**config.mk**
```make
export PLATFORM = sky130hd
export DESIGN_NAME = txq_tx_front
export DESIGN_NICKNAME = d
export VERILOG_FILES = /design/src/rtl/txq_pkg.sv /design/src/rtl/txq_regs.sv /design/src/rtl/txq_slots.sv /design/src/rtl/txq_fetch.sv /design/src/rtl/txq_tx_front.sv
export SDC_FILE = /design/constraint.sdc
export NUM_CORES = 1
export LEC_CHECK = 0
export BUFFER_PORTS_ARGS = -buffer_cell sky130_fd_sc_hd__buf_2
export CORE_ASPECT_RATIO = 1.25
export CORE_MARGIN = 3
export CORE_UTILIZATION = 34
export DETAILED_ROUTE_END_ITERATION = 16
export PLACE_DENSITY = 0.61
export SETUP_SLACK_MARGIN = 0.3
export SLEW_MARGIN = 20
export SYNTH_ARGS = -nofsm -noshare
export SYNTH_HDL_FRONTEND = slang
export SYNTH_SLANG_ARGS = --single-unit
```
**constraint.sdc**
```tcl
create_clock -name clk -period 4.9 [get_ports clk]
set_clock_uncertainty 0.05 [all_clocks]
set_input_delay 0.49 -clock clk [delete_from_list [all_inputs] [get_ports clk]]
set_output_delay 0.49 -clock clk [all_outputs]
set_load 0.1 [all_outputs]
```
**src/rtl/txq_pkg.sv**
```systemverilog
package txq_pkg;
   typedef enum logic [2:0] {
      REG_CTRL  = 3'd0,
      REG_QADDR = 3'd1,
      REG_QLEN  = 3'd2,
      REG_STAT  = 3'd3,
      REG_IEN   = 3'd4,
      REG_IDIS  = 3'd5
   } txq_reg_e;

   localparam int unsigned BIT_EN   = 0;
   localparam int unsigned BIT_DONE = 0;
   localparam int unsigned BIT_OVF  = 1;
endpackage

```
**src/rtl/txq_regs.sv**
```systemverilog
module txq_regs
   import txq_pkg::*;
#(
   parameter int unsigned ADDR_W  = 16,
   parameter int unsigned LEN_W   = 11,
   parameter int unsigned WD_W    = 16,
   parameter bit          IRQ_REG = 1'b1
) (
   input  logic              clk,
   input  logic              rst_n,
   input  logic              wr_en,
   input  logic [2:0]        wr_addr,
   input  logic [WD_W-1:0]   wr_data,
   input  logic              done_evt,
   input  logic              ovf_evt,
   output logic              en,
   output logic [ADDR_W-1:0] q_addr,
   output logic              commit,
   output logic [LEN_W-1:0]  cm_len,
   output logic              st_done,
   output logic              st_ovf,
   output logic              ien,
   output logic              irq
);
   logic en_q, ien_q, done_q, ovf_q;
   logic [ADDR_W-1:0] qaddr_q;
   logic clr_done, clr_ovf, hit_stat;

   generate
      if (WD_W < ADDR_W || WD_W < LEN_W) begin : g_bad_width
         $error("txq_regs: write data narrower than a field");
      end
   endgenerate

   assign hit_stat = wr_en && (wr_addr == REG_STAT);
   assign clr_done = hit_stat && wr_data[BIT_DONE];
   assign clr_ovf  = hit_stat && wr_data[BIT_OVF];
   assign cm_len   = wr_data[LEN_W-1:0];
   assign commit   = en_q && wr_en && (wr_addr == REG_QLEN) && (cm_len != '0);

   always_ff @(posedge clk or negedge rst_n) begin
      if (!rst_n) begin
         en_q    <= 1'b0;
         ien_q   <= 1'b0;
         done_q  <= 1'b0;
         ovf_q   <= 1'b0;
         qaddr_q <= '0;
      end else begin
         if (wr_en && wr_addr == REG_CTRL)  en_q    <= wr_data[BIT_EN];
         if (wr_en && wr_addr == REG_QADDR) qaddr_q <= wr_data[ADDR_W-1:0];
         if (wr_en && wr_addr == REG_IEN && wr_data[0])  ien_q <= 1'b1;
         if (wr_en && wr_addr == REG_IDIS && wr_data[0]) ien_q <= 1'b0;
         done_q <= done_evt | (done_q & ~clr_done);
         ovf_q  <= ovf_evt  | (ovf_q  & ~clr_ovf);
      end
   end

   generate
      if (IRQ_REG) begin : g_irq_reg
         logic irq_q;
         always_ff @(posedge clk or negedge rst_n) begin
            if (!rst_n) irq_q <= 1'b0;
            else        irq_q <= done_evt & ien_q;
         end
         assign irq = irq_q;

         p_irq_with_done_r7: assert property (@(posedge clk) disable iff (!rst_n)
            irq |-> st_done);
      end else begin : g_irq_comb
         assign irq = done_evt & ien_q;
      end
   endgenerate

   assign en      = en_q;
   assign ien     = ien_q;
   assign q_addr  = qaddr_q;
   assign st_done = done_q;
   assign st_ovf  = ovf_q;

   p_w1c_done_r8: assert property (@(posedge clk) disable iff (!rst_n)
      (clr_done && !done_evt) |=> !st_done);
   p_ovf_sticky_r3: assert property (@(posedge clk) disable iff (!rst_n)
      (st_ovf && !hit_stat) |=> st_ovf);
endmodule

```
**src/rtl/txq_slots.sv**
```systemverilog
module txq_slots #(
   parameter int unsigned ADDR_W = 16,
   parameter int unsigned LEN_W  = 11
) (
   input  logic              clk,
   input  logic              rst_n,
   input  logic              en,
   input  logic              commit,
   input  logic [ADDR_W-1:0] cm_addr,
   input  logic [LEN_W-1:0]  cm_len,
   input  logic              issue,
   output logic              act_valid,
   output logic [ADDR_W-1:0] act_ptr,
   output logic              act_last,
   output logic              wait_valid,
   output logic              ovf_evt
);
   typedef struct packed {
      logic [ADDR_W-1:0] ptr;
      logic [LEN_W-1:0]  rem;
   } slot_t;

   slot_t act_q, wait_q, act_n, wait_n;
   logic  act_v_q, wait_v_q, act_v_n, wait_v_n, ovf_c;

   assign act_last = (act_q.rem == LEN_W'(1));

   always_comb begin
      act_n    = act_q;
      wait_n   = wait_q;
      act_v_n  = act_v_q;
      wait_v_n = wait_v_q;
      ovf_c    = 1'b0;
      if (issue) begin
         act_n.ptr = act_q.ptr + ADDR_W'(1);
         act_n.rem = act_q.rem - LEN_W'(1);
         if (act_last) act_v_n = 1'b0;
      end
      if (!act_v_n && wait_v_n) begin
         act_n    = wait_q;
         act_v_n  = 1'b1;
         wait_v_n = 1'b0;
      end
      if (commit) begin
         if (!act_v_n) begin
            act_n   = '{ptr: cm_addr, rem: cm_len};
            act_v_n = 1'b1;
         end else if (!wait_v_n) begin
            wait_n   = '{ptr: cm_addr, rem: cm_len};
            wait_v_n = 1'b1;
         end else begin
            ovf_c = 1'b1;
         end
      end
      if (!en) begin
         act_v_n  = 1'b0;
         wait_v_n = 1'b0;
         ovf_c    = 1'b0;
      end
   end

   always_ff @(posedge clk or negedge rst_n) begin
      if (!rst_n) begin
         act_q    <= '0;
         wait_q   <= '0;
         act_v_q  <= 1'b0;
         wait_v_q <= 1'b0;
      end else begin
         act_q    <= act_n;
         wait_q   <= wait_n;
         act_v_q  <= act_v_n;
         wait_v_q <= wait_v_n;
      end
   end

   assign act_valid  = act_v_q;
   assign act_ptr    = act_q.ptr;
   assign wait_valid = wait_v_q;
   assign ovf_evt    = ovf_c;

   p_no_overflow_r3: assert property (@(posedge clk) disable iff (!rst_n)
      ovf_evt |-> (act_valid && wait_valid));
   p_back_to_back_r4: assert property (@(posedge clk) disable iff (!rst_n)
      (issue && act_last && wait_valid && !commit) |=> (act_valid && !wait_valid));
   p_rem_nonzero_r6: assert property (@(posedge clk) disable iff (!rst_n)
      act_valid |-> (act_q.rem != '0));
   p_disable_clears_r9: assert property (@(posedge clk) disable iff (!rst_n)
      !en |=> (!act_valid && !wait_valid));
endmodule

```
**src/rtl/txq_fetch.sv**
```systemverilog
module txq_fetch #(
   parameter int unsigned ADDR_W = 16,
   parameter int unsigned BYTE_W = 8
) (
   input  logic              clk,
   input  logic              rst_n,
   input  logic              en,
   input  logic              act_valid,
   input  logic [ADDR_W-1:0] act_ptr,
   input  logic              act_last,
   input  logic [BYTE_W-1:0] mem_rdata,
   output logic              issue,
   output logic              mem_rd_en,
   output logic [ADDR_W-1:0] mem_addr,
   output logic              tx_valid,
   output logic [BYTE_W-1:0] tx_data,
   output logic              tx_last,
   output logic              in_flight,
   output logic              done_evt
);
   logic rd_pend_q, rd_last_q;

   generate
      if (BYTE_W != 8) begin : g_bad_byte
         $error("txq_fetch: stream must be byte wide");
      end
   endgenerate

   assign issue     = en && act_valid;
   assign mem_rd_en = issue;
   assign mem_addr  = act_ptr;

   always_ff @(posedge clk or negedge rst_n) begin
      if (!rst_n) begin
         rd_pend_q <= 1'b0;
         rd_last_q <= 1'b0;
      end else begin
         rd_pend_q <= issue;
         rd_last_q <= issue && act_last;
      end
   end

   assign tx_valid  = rd_pend_q;
   assign tx_last   = rd_pend_q && rd_last_q;
   assign tx_data   = rd_pend_q ? mem_rdata : '0;
   assign in_flight = rd_pend_q;
   assign done_evt  = rd_pend_q && rd_last_q;

   p_addr_seq_r2: assert property (@(posedge clk) disable iff (!rst_n)
      (issue && !act_last) |=> (!mem_rd_en || mem_addr == $past(mem_addr) + ADDR_W'(1)));
   p_byte_follows_read_r2: assert property (@(posedge clk) disable iff (!rst_n)
      mem_rd_en |=> tx_valid);
endmodule

```
**src/rtl/txq_tx_front.sv**
```systemverilog
module txq_tx_front #(
   parameter int unsigned ADDR_W  = 16,
   parameter int unsigned LEN_W   = 11,
   parameter bit          IRQ_REG = 1'b1
) (
   input  logic                                          clk,
   input  logic                                          rst_n,
   input  logic                                          reg_wr_en,
   input  logic [2:0]                                    reg_addr,
   input  logic [((ADDR_W > LEN_W) ? ADDR_W : LEN_W)-1:0] reg_wdata,
   output logic                                          mem_rd_en,
   output logic [ADDR_W-1:0]                             mem_addr,
   input  logic [7:0]                                    mem_rdata,
   output logic                                          tx_valid,
   output logic [7:0]                                    tx_data,
   output logic                                          tx_last,
   output logic                                          st_room,
   output logic                                          st_idle,
   output logic                                          st_done,
   output logic                                          st_ovf,
   output logic                                          st_ien,
   output logic                                          irq
);
   localparam int unsigned WD_W = (ADDR_W > LEN_W) ? ADDR_W : LEN_W;

   logic              en, commit, issue, act_valid, act_last, wait_valid;
   logic              ovf_evt, done_evt, in_flight;
   logic [ADDR_W-1:0] q_addr, act_ptr;
   logic [LEN_W-1:0]  cm_len;

   txq_regs #(.ADDR_W(ADDR_W), .LEN_W(LEN_W), .WD_W(WD_W), .IRQ_REG(IRQ_REG)) u_regs (
      .clk(clk), .rst_n(rst_n), .wr_en(reg_wr_en), .wr_addr(reg_addr), .wr_data(reg_wdata),
      .done_evt(done_evt), .ovf_evt(ovf_evt), .en(en), .q_addr(q_addr), .commit(commit),
      .cm_len(cm_len), .st_done(st_done), .st_ovf(st_ovf), .ien(st_ien), .irq(irq)
   );

   txq_slots #(.ADDR_W(ADDR_W), .LEN_W(LEN_W)) u_slots (
      .clk(clk), .rst_n(rst_n), .en(en), .commit(commit), .cm_addr(q_addr), .cm_len(cm_len),
      .issue(issue), .act_valid(act_valid), .act_ptr(act_ptr), .act_last(act_last),
      .wait_valid(wait_valid), .ovf_evt(ovf_evt)
   );

   txq_fetch #(.ADDR_W(ADDR_W), .BYTE_W(8)) u_fetch (
      .clk(clk), .rst_n(rst_n), .en(en), .act_valid(act_valid), .act_ptr(act_ptr),
      .act_last(act_last), .mem_rdata(mem_rdata), .issue(issue), .mem_rd_en(mem_rd_en),
      .mem_addr(mem_addr), .tx_valid(tx_valid), .tx_data(tx_data), .tx_last(tx_last),
      .in_flight(in_flight), .done_evt(done_evt)
   );

   assign st_room = !wait_valid;
   assign st_idle = !act_valid && !wait_valid && !in_flight;

   p_idle_quiet_r5: assert property (@(posedge clk) disable iff (!rst_n)
      st_idle |=> !tx_valid);
   p_done_after_last_r7: assert property (@(posedge clk) disable iff (!rst_n)
      tx_last |=> st_done);
endmodule

```
==> impl_metrics.csv, run 1 <==
group,metric,value,unit
cts,tritoncts,"yes",
global_route,antenna_found_initial,0,
synthesis,synth-seq-area-share,47.6,%
sta,timing.final.max_slew_violations,0,
critical_path,setup.worst_path.start_class,"flip-flop",
critical_path,worstPathArrival,3.60,ns
final_layout,areaGrowthSynthToFinish,16.0,%
critical_path,worst_ep_required_time,5.05,ns
global_route,grt_max_degree,80,
critical_path,critical_path_class,"flip-flop to flip-flop",
synthesis,post_synthesis_share_of_cell_area_spent_on_xor_and_xnor_gates,4.22,%
sta,period_share,70.3,%
final_layout,most_used_cells_in_the_layout_excluding_fill_and_tap_cells,"dfrtp_1 (79), buf_2 (61), o22ai_1 (30), a21oi_1 (21), mux2_2 (21)",
floorplan,pin_count,63,
cts,post_cts_hold_buffer_count,0,
routing,finalWirelength,10800,µm
critical_path,crit_path_end_kind,"flip-flop",
global_route,globalRoute.totalOverflow,0,
sta,max_slew.worst_pin.slew,1.05,ns
synthesis,dominantRegCellSynth,"dfrtp_1",
place,dp.final_hpwl,7220,µm
global_route,grt_first_pass_wirelength,17900,µm
synthesis,synth_compound_gate_area_share,15.8,%
power,vdd.ir_drop.worst,0.416,mV
floorplan,fp.coreArea,0.0118,mm²
cts,cts_bufs_inserted,9,
sta,timing.final.setup_violations,0,
sta,relSlewSlack,30.3,%
routing,drt_iter0_markers,261,
routing,post_drt_wl_per_cell,18.2,µm
synthesis,synthesis.area,0.00415,mm²
final_layout,n_fill_cell,1165,
routing,detailed_route_via_count,3266,
floorplan,die_width,105,µm
synthesis,synth-seq-cells,79,
sta,final_period_minus_worst_setup_slack,3.44,ns
synthesis,syn-instance-count,389,
cts,path_clk_slew,0.06,ns
sta,rsz0062_at_grt,"false",
sta,hold_viol,0,
critical_path,rr_startpoint,"u_slots.act_q[6]",
place,gpl.final_weighted_congestion,0.837,
synthesis,synth.net_count,422,
place,port_buffers,62,
sta,finalWorstSetupSlack,1.46,ns
critical_path,critPathMaxFanout,27,
synthesis,synthesis.yosys.warnings,0,
critical_path,worstSetupStartpoint,"u_slots.act_q[6]",
min_path,hp-class,"primary input to async pin",
floorplan,die_area,0.0136,mm²
routing,post-route-drc-count,0,
routing,firstDrtPassIters,4,
synthesis,synth_simple_gate_area_share,13.6,%
synthesis,synth_cell_types,51,
global_route,track_usage,16.5,%
floorplan,floorplan.initialDensity,35.2,%
routing,vias_per_cell,5.52,
final_layout,final_common_cell,"dfrtp_1",
sta,setup_total_negative_slack,0,ns
cts,worstSkewPairLatency,0.33,ns
global_route,grt_pass1_vias,3440,
cts,cts.path.max_buffers,2,
synthesis,synth_edf_count,0,
flow_run,cap_viol_max_count,0,
floorplan,placementRows,44,
synthesis,synth_top_family_by_area,"compound AO/OA/AOI/OAI gates",
floorplan,dieHeight,130,µm
power,powerDensity,569,mW/mm²
synthesis,yosys.area_share.adder,0.905,%
synthesis,syn_area_per_cell,10.7,µm²
place,dp_worst_setup_slack,1.50,ns
cts,post-cts-setup-buffer-count,0,
final_layout,design.final.nets,459,
cts,clock_tree.root_cell,"clkbuf_16",
final_layout,antenna_cells,0,
cts,clkSinkCount,79,
cts,number_of_h_tree_levels,3,
final_layout,drive_gt1_share,25.3,%
power,static-leakage-power,2.17,nW
outcome,run_status,"finished clean",
routing,postRouteAntennaNets,0,
sta,max_freq,0.290,GHz
synthesis,synthArstFlopShare,100,%
synthesis,synth.mux.area_fraction,11.4,%
cts,post_cts_resized,0,
## path summary, 6_finish.rpt
| kind | end | slack, ns | depth (start not counted) |
|---|---|---|---|
| worst max-delay path | u_slots.wait_q[14] | 1.46 | 5 |
| worst min-delay path | u_regs.st_ovf | 0.13 | 1 |
| worst max register to register | u_slots.wait_q[14] | 1.46 | 5 |
| worst min register to register | u_regs.st_done | 0.43 | 1 |
| max in group asynchronous | u_slots.wait_q[9] | 4.12 | 1 |
| min in group clk | u_regs.q_addr[14] | 0.31 | 3 |
## layout make-up
type	count	area (µm²)	area share, %
clock buffer	13	260	5.41
clock inverter	3	65.1	1.35
inverter	11	41.3	0.858
multi-input combinational	259	1920	39.9
sequential	79	1980	41.1
tap	161	201	4.19
timing repair buffer	66	347	7.20
## cell usage after synthesis, types with 2 or more instances
cell type | n | area, µm²
nand3b_1 | 2 | 15.0
buf_4 | 16 | 120
and2_1 | 11 | 68.8
clkbuf_1 | 20 | 75.1
nor3_1 | 10 | 50.1
o32ai_1 | 5 | 43.8
o22ai_1 | 30 | 188
nor4_1 | 11 | 68.8
o221a_2 | 3 | 33.8
nand3_1 | 9 | 45.0
o221ai_1 | 2 | 17.5
mux2_1 | 20 | 225
and3_1 | 3 | 18.8
a31oi_1 | 2 | 12.5
mux2_2 | 21 | 236
nand2b_1 | 3 | 18.8
xnor2_1 | 9 | 78.8
nor4bb_1 | 2 | 20.0
o2bb2ai_1 | 2 | 17.5
dfrtp_1 | 79 | 1980
nand2_1 | 17 | 63.8
nor2_1 | 13 | 48.8
and3b_1 | 2 | 17.5
a2bb2oi_1 | 12 | 105
inv_1 | 11 | 41.3
a21oi_1 | 21 | 105
nor4b_1 | 2 | 17.5
ha_1 | 3 | 37.5
buf_6 | 2 | 22.5
o21ai_0 | 11 | 55.1
xor2_1 | 11 | 96.3
nand4_1 | 5 | 31.3
## stage by stage
step	hold WS, ns	power, mW	area (µm²)	instances	util [%]
6_report	0.129	2.74	4810	592	40.8
5_1_grt	0.196	2.87	4810	592	40.8
4_1_cts	0.303	2.75	4810	592	40.8
3_5_place_dp	0.423	2.00	4480	576	38.0
3_3_place_gp	0.409	2.00	4480	576	38.0
2_1_floorplan	0.144	1.87	4150	389	-
## cells by family after synthesis
| kind of cell | Yosys count |
|---|---|
| adder cells (fa/ha/maj) | 3 |
| AND/OR/NAND/NOR | 100 |
| buffers and inverters | 51 |
| flip-flops | 79 |
| AO/OA/AOI/OAI | 94 |
| multiplexers | 42 |
| XOR/XNOR | 20 |
## metal layers
layer  vias up  part of all wire, %  track usage (%)
li1       1499                    -                -
met1      1626                   44             21.1
met2       128                   49             28.1
met3        13                  5.9             2.59
met4         0                  1.3             6.56
met5         -                    0                0
## sequential cells by signal, summed over array words and instances, names as in the netlist
register	flops
u_slots.wait_q	27
u_regs.q_addr	16
u_slots.act_ptr	16
u_slots.act_q	11
u_fetch.in_flight	1
u_fetch.rd_last_q	1
u_regs.en	1
u_regs.ien	1
u_regs.irq	1
u_regs.st_done	1
u_regs.st_ovf	1
u_slots.act_valid	1
u_slots.wait_valid	1
## report_power, final
group	internal [mW]	leakage, nW	switching (mW)
Combinational	0.271	1.02	0.774
Sequential	0.794	0.989	0.167
Clock	0.474	0.160	0.256
Total	1.54	2.17	1.20
## critical path: stages (launching register included)
cell	delay [ns]
dfrtp_1	0.40
or4_1	0.70
o41ai_4	0.46
nand2_2	0.37
a21oi_4	0.91
mux2_2	0.42
Note: power is estimated with default switching activity, not from simulation.
==> run 2: changes to the inputs <==
--- a/config.mk
+++ b/config.mk
@@ -10,7 +10,7 @@
 export CORE_MARGIN = 3
 export CORE_UTILIZATION = 34
 export DETAILED_ROUTE_END_ITERATION = 16
-export PLACE_DENSITY = 0.61
+export PLACE_DENSITY = 0.63
 export SETUP_SLACK_MARGIN = 0.3
 export SLEW_MARGIN = 20
 export SYNTH_ARGS = -nofsm -noshare
==> constraint.sdc (replaced) <==
create_clock -name clk -period 2.85 [get_ports clk]
set_clock_uncertainty 0.05 [all_clocks]
set_input_delay 0.285 -clock clk [delete_from_list [all_inputs] [get_ports clk]]
set_output_delay 0.285 -clock clk [all_outputs]
set_load 0.1 [all_outputs]
==> run 2 against run 1 <==
  * Core utilization rose by 1.1 points
  * First-iteration DRC count shrank 23%
  * Setup slack worse by 1.0 ns
  * Non-clock buffer count increased by 14
  * Count of clock-buffer cells in the layout is 1 lower
  * Global-route usage hardly changed
  * Power up 71%
  * Fmax up 43%
  * Largest power group unchanged
==> impl_metrics.csv, run 2 (synthesis gave the netlist of run 1 again) <==
group,metric,value,unit
cts,clkSinkCount,79,
global_route,globalRouteMet2Util,28.5,%
critical_path,worstPathArrival,2.59,ns
power,static-leakage-power,2.24,nW
final_layout,most_used_cells_in_the_layout_excluding_fill_and_tap_cells,"dfrtp_1 (79), buf_2 (61), o22ai_1 (30), a21oi_1 (21), mux2_2 (21)",
final_layout,drive_gt1_share,27.9,%
global_route,track_usage,16.5,%
min_path,worst_hold_path.num_cells,3,
global_route,grt_use_met3,3.89,%
routing,post_drt_wl_per_cell,17.9,µm
routing,detailed_route_via_count,3274,
sta,setup_total_negative_slack,0,ns
floorplan,fp.coreArea,0.0118,mm²
critical_path,rr_startpoint,"u_slots.act_q[6]",
power,finalPower,4.68,mW
place,port_buffers,62,
place,gpl.final_weighted_congestion,0.865,
min_path,hold_path.startpoint,"reg_wdata[11]",
cts,cts.path.max_buffers,2,
final_layout,largest_register_ffs,27,
floorplan,floorplan.initialDensity,35.2,%
critical_path,critPathMaxFanout,21,
final_layout,n_fill_cell,1196,
sta,timing.final.max_slew_violations,0,
global_route,grt_pass1_vias,3315,
floorplan,die_width,105,µm
critical_path,crit_path_end_kind,"flip-flop",
cts,number_of_h_tree_levels,3,
cts,tritoncts,"yes",
sta,max_slew.worst_pin.slew,0.559,ns
floorplan,placementRows,44,
cts,clock_tree.root_cell,"clkbuf_16",
floorplan,pin_count,63,
min_path,timing.hold.worst_endpoint,"u_regs.q_addr[11]",
place,dp_worst_setup_slack,0.305,ns
sta,period_share,84.7,%
critical_path,worst_ep_required_time,3.02,ns
global_route,grt_max_degree,80,
cts,cts_bufs_inserted,9,
routing,firstDrtPassIters,5,
global_route,antenna_found_initial,0,
final_layout,final_common_cell,"dfrtp_1",
sta,timing.final.setup_violations,0,
sta,finalWorstSetupSlack,0.436,ns
sta,max_freq,0.414,GHz
sta,hold_viol,0,
floorplan,dieHeight,130,µm
sta,rsz0062_at_grt,"false",
final_layout,registers.top_by_ff_count,"u_slots.wait_q",
sta,relSlewSlack,62.4,%
global_route,gr_met1_demand_resource,20.0,%
critical_path,rrSetupSlack,0.44,ns
final_layout,areaGrowthSynthToFinish,19.2,%
cts,path_clk_slew,0.06,ns
final_layout,design.final.nets,473,
place,dp.final_hpwl,7560,µm
routing,finalWirelength,10800,µm
global_route,globalRoute.busiestLayer,"met2",
routing,post-route-drc-count,0,
final_layout,antenna_cells,0,
critical_path,worstReg2RegEnd,"u_slots.wait_q[13]",
cts,worstSkewPairLatency,0.34,ns
global_route,globalRoute.totalOverflow,0,
routing,drt_iter0_markers,200,
global_route,grt_first_pass_wirelength,17700,µm
final_layout,area_of_the_multi_input_gates,0.00194,mm²
min_path,hp-class,"primary input to flip-flop",
final_layout,final-seq-area,0.00198,mm²
critical_path,setup.worst_path.start_class,"flip-flop",
final_layout,final_core_util,42.0,%
routing,postRouteAntennaNets,0,
critical_path,critical_path_class,"flip-flop to flip-flop",
sta,final_period_minus_worst_setup_slack,2.41,ns
cts,post-cts-setup-buffer-count,0,
flow_run,cap_viol_max_count,0,
routing,vias_per_cell,5.41,
floorplan,die_area,0.0136,mm²
outcome,run_status,"finished clean",
power,vdd.ir_drop.worst,0.650,mV
critical_path,reg2regPathDepth,6,
power,powerDensity,946,mW/mm²
==> run 2: report_power, final <==
group	internal [mW]	leakage [nW]	switching, mW
Sequential	1.37	0.989	0.283
Combinational	0.478	1.10	1.33
Clock	0.786	0.149	0.438
==> run 2: critical path, stage by stage (launching register included) <==
cell	delay, ns
dfrtp_1	0.41
or4_4	0.61
o41ai_4	0.31
nand2_2	0.13
a21oi_4	0.21
buf_12	0.20
mux2_2	0.35
==> run 2: cell type report <==
class / instances / area share, %
sequential: 79 / 40.0
multi-input combinational: 259 / 39.1
timing repair buffer: 80 / 9.62
clock buffer: 12 / 4.98
tap: 161 / 4.07
clock inverter: 3 / 1.37
inverter: 11 / 0.835
==> run 2: worst max path at each step <==
stage,slack [ns],startpoint,endpoint,cells past startpoint
3_3_place_gp,0.33,u_slots.act_q[6],u_slots.act_ptr[15],6
3_5_place_dp,0.30,u_slots.act_q[6],u_slots.act_ptr[15],6
5_1_grt,0.32,u_slots.act_q[1],u_slots.wait_q[26],8
6_report,0.44,u_slots.act_q[6],u_slots.wait_q[13],6
2_1_floorplan,0.32,u_fetch.in_flight,st_idle,2
4_1_cts,0.33,u_slots.act_q[6],u_slots.wait_q[26],6
==> run 2: metrics by stage <==
step	area, µm²	std cells	hold WS, ns
2_1_floorplan	4150	389	-0.0606
3_3_place_gp	4590	588	0.408
3_5_place_dp	4590	588	0.427
4_1_cts	4910	603	0.0823
5_1_grt	4940	605	0.136
6_report	4940	605	0.0959
==> run 2: per-layer routing <==
layer  wire [µm]  vias up
li1            -     1529
met1        4640     1622
met2        5350      106
met3         617       17
met4         224        0
met5           0        -
==> run 2: what timing repair did <==
item / in CTS / in global routing
gates resized for setup: 1 / 1
endpoints found under the hold margin: 0 / 39
pin swaps: 0 / 0
setup endpoints to repair: 1 / 32
hold buffers: 0 / 1
==> run 3: changes to the inputs <==
--- a/config.mk
+++ b/config.mk
@@ -5,12 +5,13 @@
 export SDC_FILE = /design/constraint.sdc
 export NUM_CORES = 1
 export LEC_CHECK = 0
+export ABC_AREA = 1
 export BUFFER_PORTS_ARGS = -buffer_cell sky130_fd_sc_hd__buf_2
 export CORE_ASPECT_RATIO = 1.25
 export CORE_MARGIN = 3
 export CORE_UTILIZATION = 34
 export DETAILED_ROUTE_END_ITERATION = 16
-export PLACE_DENSITY = 0.63
+export PLACE_DENSITY = 0.61
 export SETUP_SLACK_MARGIN = 0.3
 export SLEW_MARGIN = 20
 export SYNTH_ARGS = -nofsm -noshare
==> constraint.sdc (replaced) <==
create_clock -name clk -period 2.3 [get_ports clk]
set_clock_uncertainty 0.05 [all_clocks]
set_input_delay 0.23 -clock clk [delete_from_list [all_inputs] [get_ports clk]]
set_output_delay 0.23 -clock clk [all_outputs]
set_load 0.1 [all_outputs]
==> run 3 against run 2 <==
  * Critical endpoint is now u_slots.act_q[8]
  * Power increased by 7.4%
  * Synthesized cell count increased by 48%
  * Core utilization down 0.36 points
  * Critical path depth up 5
  * Setup slack got worse by 0.036 ns
  * Routed wire length decreased by 0.29%
  * Die area rose by 2.8%
  * Global-route usage down 0.79 points
  * Non-clock buffer count decreased by 7
  * Via count is 9.9% higher
==> impl_metrics.csv, run 3 <==
group,metric,value,unit
sta,hold_viol,0,
sta,max_freq,0.526,GHz
place,port_buffers,62,
sta,setup_total_negative_slack,0,ns
synthesis,synth-seq-area-share,46.3,%
critical_path,worstPathArrival,2.07,ns
synthesis,synth.mux.area_fraction,0,%
cts,clock_tree.root_cell,"clkbuf_16",
outcome,run_status,"finished clean",
sta,relSlewSlack,61.5,%
final_layout,antenna_cells,0,
floorplan,floorplan.initialDensity,35.0,%
critical_path,slowest_delay,0.39,ns
synthesis,synth.top_cells.by_area,"dfrtp_1 (46%), nand2_1 (15%), inv_1 (7.0%)",
final_layout,largest_register_ffs,27,
power,vdd.ir_drop.worst,0.414,mV
critical_path,worst_ep_required_time,2.47,ns
synthesis,synthArstFlopShare,100,%
sta,timing.final.max_slew_violations,0,
critical_path,cp_top_family,"simple AND/OR/NAND/NOR gates",
critical_path,crit_path_end_kind,"flip-flop",
final_layout,post-route-cell-area,0.00508,mm²
floorplan,dieHeight,131,µm
critical_path,critical_path_class,"flip-flop to flip-flop",
sta,timing.final.setup_violations,0,
routing,drt_iter0_markers,231,
cts,path_clk_slew,0.06,ns
synthesis,syn_area_per_cell,7.44,µm²
critical_path,setup.worst_path.start_class,"flip-flop",
floorplan,fp.coreArea,0.0122,mm²
synthesis,syn-instance-count,574,
cts,number_of_h_tree_levels,3,
routing,post-route-drc-count,0,
global_route,grt_first_pass_wirelength,17700,µm
critical_path,crit_chain,"inv_1 -> ha_1 -> nand2_1 -> nor2_1 -> nand3_2 -> nand2_4 -> nand2_4 -> buf_12 -> or2_2 -> nand3_1 -> nand2_1",
global_route,grt_pass1_vias,3517,
final_layout,final_common_cell,"nand2_1",
floorplan,pin_count,63,
synthesis,synthesis.yosys.warnings,0,
global_route,track_usage,15.7,%
routing,firstDrtPassIters,4,
critical_path,critical_path_buf_inv_count,2,
flow_run,cap_viol_max_count,0,
critical_path,critPathMaxFanout,12,
cts,cts.path.max_buffers,2,
sta,rsz0062_at_grt,"true",
critical_path,slowest_stage,"dfrtp_1",
final_layout,areaGrowthSynthToFinish,19.0,%
final_layout,final_cell_count_no_fill,791,
routing,vias_per_cell,4.55,
synthesis,synth_top_family_by_area,"simple AND/OR/NAND/NOR gates",
routing,postRouteAntennaNets,0,
place,numPlacedInstances,771,
synthesis,synth_compound_gate_area_share,9.29,%
cts,worstSkewPairLatency,0.34,ns
power,powerDensity,988,mW/mm²
sta,hold_slack,0.0761,ns
routing,detailed_route_via_count,3599,
synthesis,dominantRegCellSynth,"dfrtp_1",
synthesis,synth_common_cells,"nand2_1 (174), inv_1 (80), dfrtp_1 (79)",
final_layout,design.final.nets,655,
place,gpl.final_weighted_congestion,0.857,
synthesis,synth_edf_count,0,
global_route,grt_max_degree,55,
cts,tritoncts,"yes",
sta,max_slew.worst_pin.slew,0.578,ns
synthesis,yosys.area_share.adder,0.879,%
floorplan,die_area,0.0140,mm²
synthesis,post_synthesis_share_of_cell_area_spent_on_xor_and_xnor_gates,1.85,%
power,static-leakage-power,2.73,nW
final_layout,most_used_cells_in_the_layout_excluding_fill_and_tap_cells,"nand2_1 (174), inv_1 (79), dfrtp_1 (76), buf_2 (60), nor2_1 (50)",
synthesis,synth_cell_types,29,
min_path,hp-class,"primary input to flip-flop",
final_layout,registers.top_by_ff_count,"u_slots.wait_q",
place,dp.final_hpwl,7760,µm
final_layout,drive_gt1_share,17.1,%
global_route,antenna_found_initial,0,
sta,period_share,82.6,%
synthesis,yosysTopAreaCell,"dfrtp_1",
sta,final_period_minus_worst_setup_slack,1.90,ns
global_route,globalRoute.totalOverflow,0,
synthesis,synth_simple_gate_area_share,29.1,%
synthesis,synthesis.area,0.00427,mm²
synthesis,synth_most_common_cell,"nand2_1",
synthesis,synth-seq-cells,79,
routing,finalWirelength,10800,µm
synthesis,synth.net_count,607,
synthesis,synth_top_area_share,46.3,%
routing,post_drt_wl_per_cell,13.7,µm
floorplan,die_width,106,µm
floorplan,placementRows,45,
cts,cts_bufs_inserted,9,
place,post_dp_cell_area,0.00465,mm²
cts,clkSinkCount,79,
run 3: cell types whose count changed in the layout (fill, tap and decap cells not counted), sizes merged, moves of 12 or more:
cell	before	now
a21oi	22	7
a2bb2oi	12	0
inv	11	80
mux2	41	0
nand2	18	177
nand3	9	43
nor2	13	54
o21ai	11	52
o22ai	30	0
run 3: cell families (layout without fill, tap and decap cells):
logic type | Yosys count | in the layout
AOI/OAI and AO/OA | 72 | 72
xor gates and xnor gates | 9 | 9
adders and majority gates | 3 | 3
buffers and inverters | 117 | 170
and+or+nand+nor | 294 | 294
DFF | 79 | 79
run 3: per-stage QoR:
stage	util (%)	setup WS, ns	total power [mW]
final	41.6	0.400	5.02
after global routing	41.6	0.286	5.28
after CTS	41.0	0.321	5.06
after detailed placement	38.1	0.338	3.40
after global placement	38.1	0.403	3.39
after floorplan	-	0.318	3.18
run 3: area by class of cell:
class / instances / area (µm²)
clock buffers: 10 / 239
well taps: 164 / 205
multi-input cells: 378 / 1780
fillers: 1278 / 7130
flip-flops and latches: 79 / 1980
clock inverters: 6 / 108
repair buffers: 73 / 460
inverters: 81 / 310
run 3: where the power goes:
part	internal [mW]	total, mW	switching (mW)
registers	1.62	1.84	0.224
clock network	1.09	1.64	0.558
logic	0.354	1.54	1.19
run 3: layer usage:
metal	vias up	track usage [%]	part of all wire [%]	wire length, µm
met3	16	2.31	3.6	386
met2	57	26.7	51	5510
met1	1666	20.2	44	4720
li1	1860	-	-	-
met5	-	0	0	0
met4	0	5.69	1.7	184
run 3: repair_timing:
| item | CTS | global route |
|---|---|---|
| pin swaps | 0 | 2 |
| setup buffers | 0 | 1 |
| hold buffers | 1 | 0 |
| endpoints found under the hold margin | 44 | 0 |
| gates cloned | 0 | 2 |
| gates resized for setup | 1 | 7 |
| setup endpoints to repair | 1 | 25 |
run 3: final timing paths:
path,cells after the start,from,to,slack (ns)
worst max-delay path,11,u_slots.act_q[1],u_slots.act_q[8],0.40
worst min-delay path,3,reg_wdata[10],u_slots.act_q[10],0.08
worst max register to register,11,u_slots.act_q[1],u_slots.act_q[8],0.40
worst min register to register,2,u_slots.wait_q[18],u_slots.wait_q[18],0.42
max in group asynchronous,3,rst_n,u_fetch.in_flight,1.14
min in group asynchronous,2,rst_n,u_slots.act_ptr[9],0.38
run 3: worst reg2reg max path: cells and delay by family (launching register included):
family	cells	cell delay, ns
adder cells (fa/ha/maj)	1	0.14
buffers and inverters	2	0.25
flip-flops	1	0.39
AND/OR/NAND/NOR	8	0.95
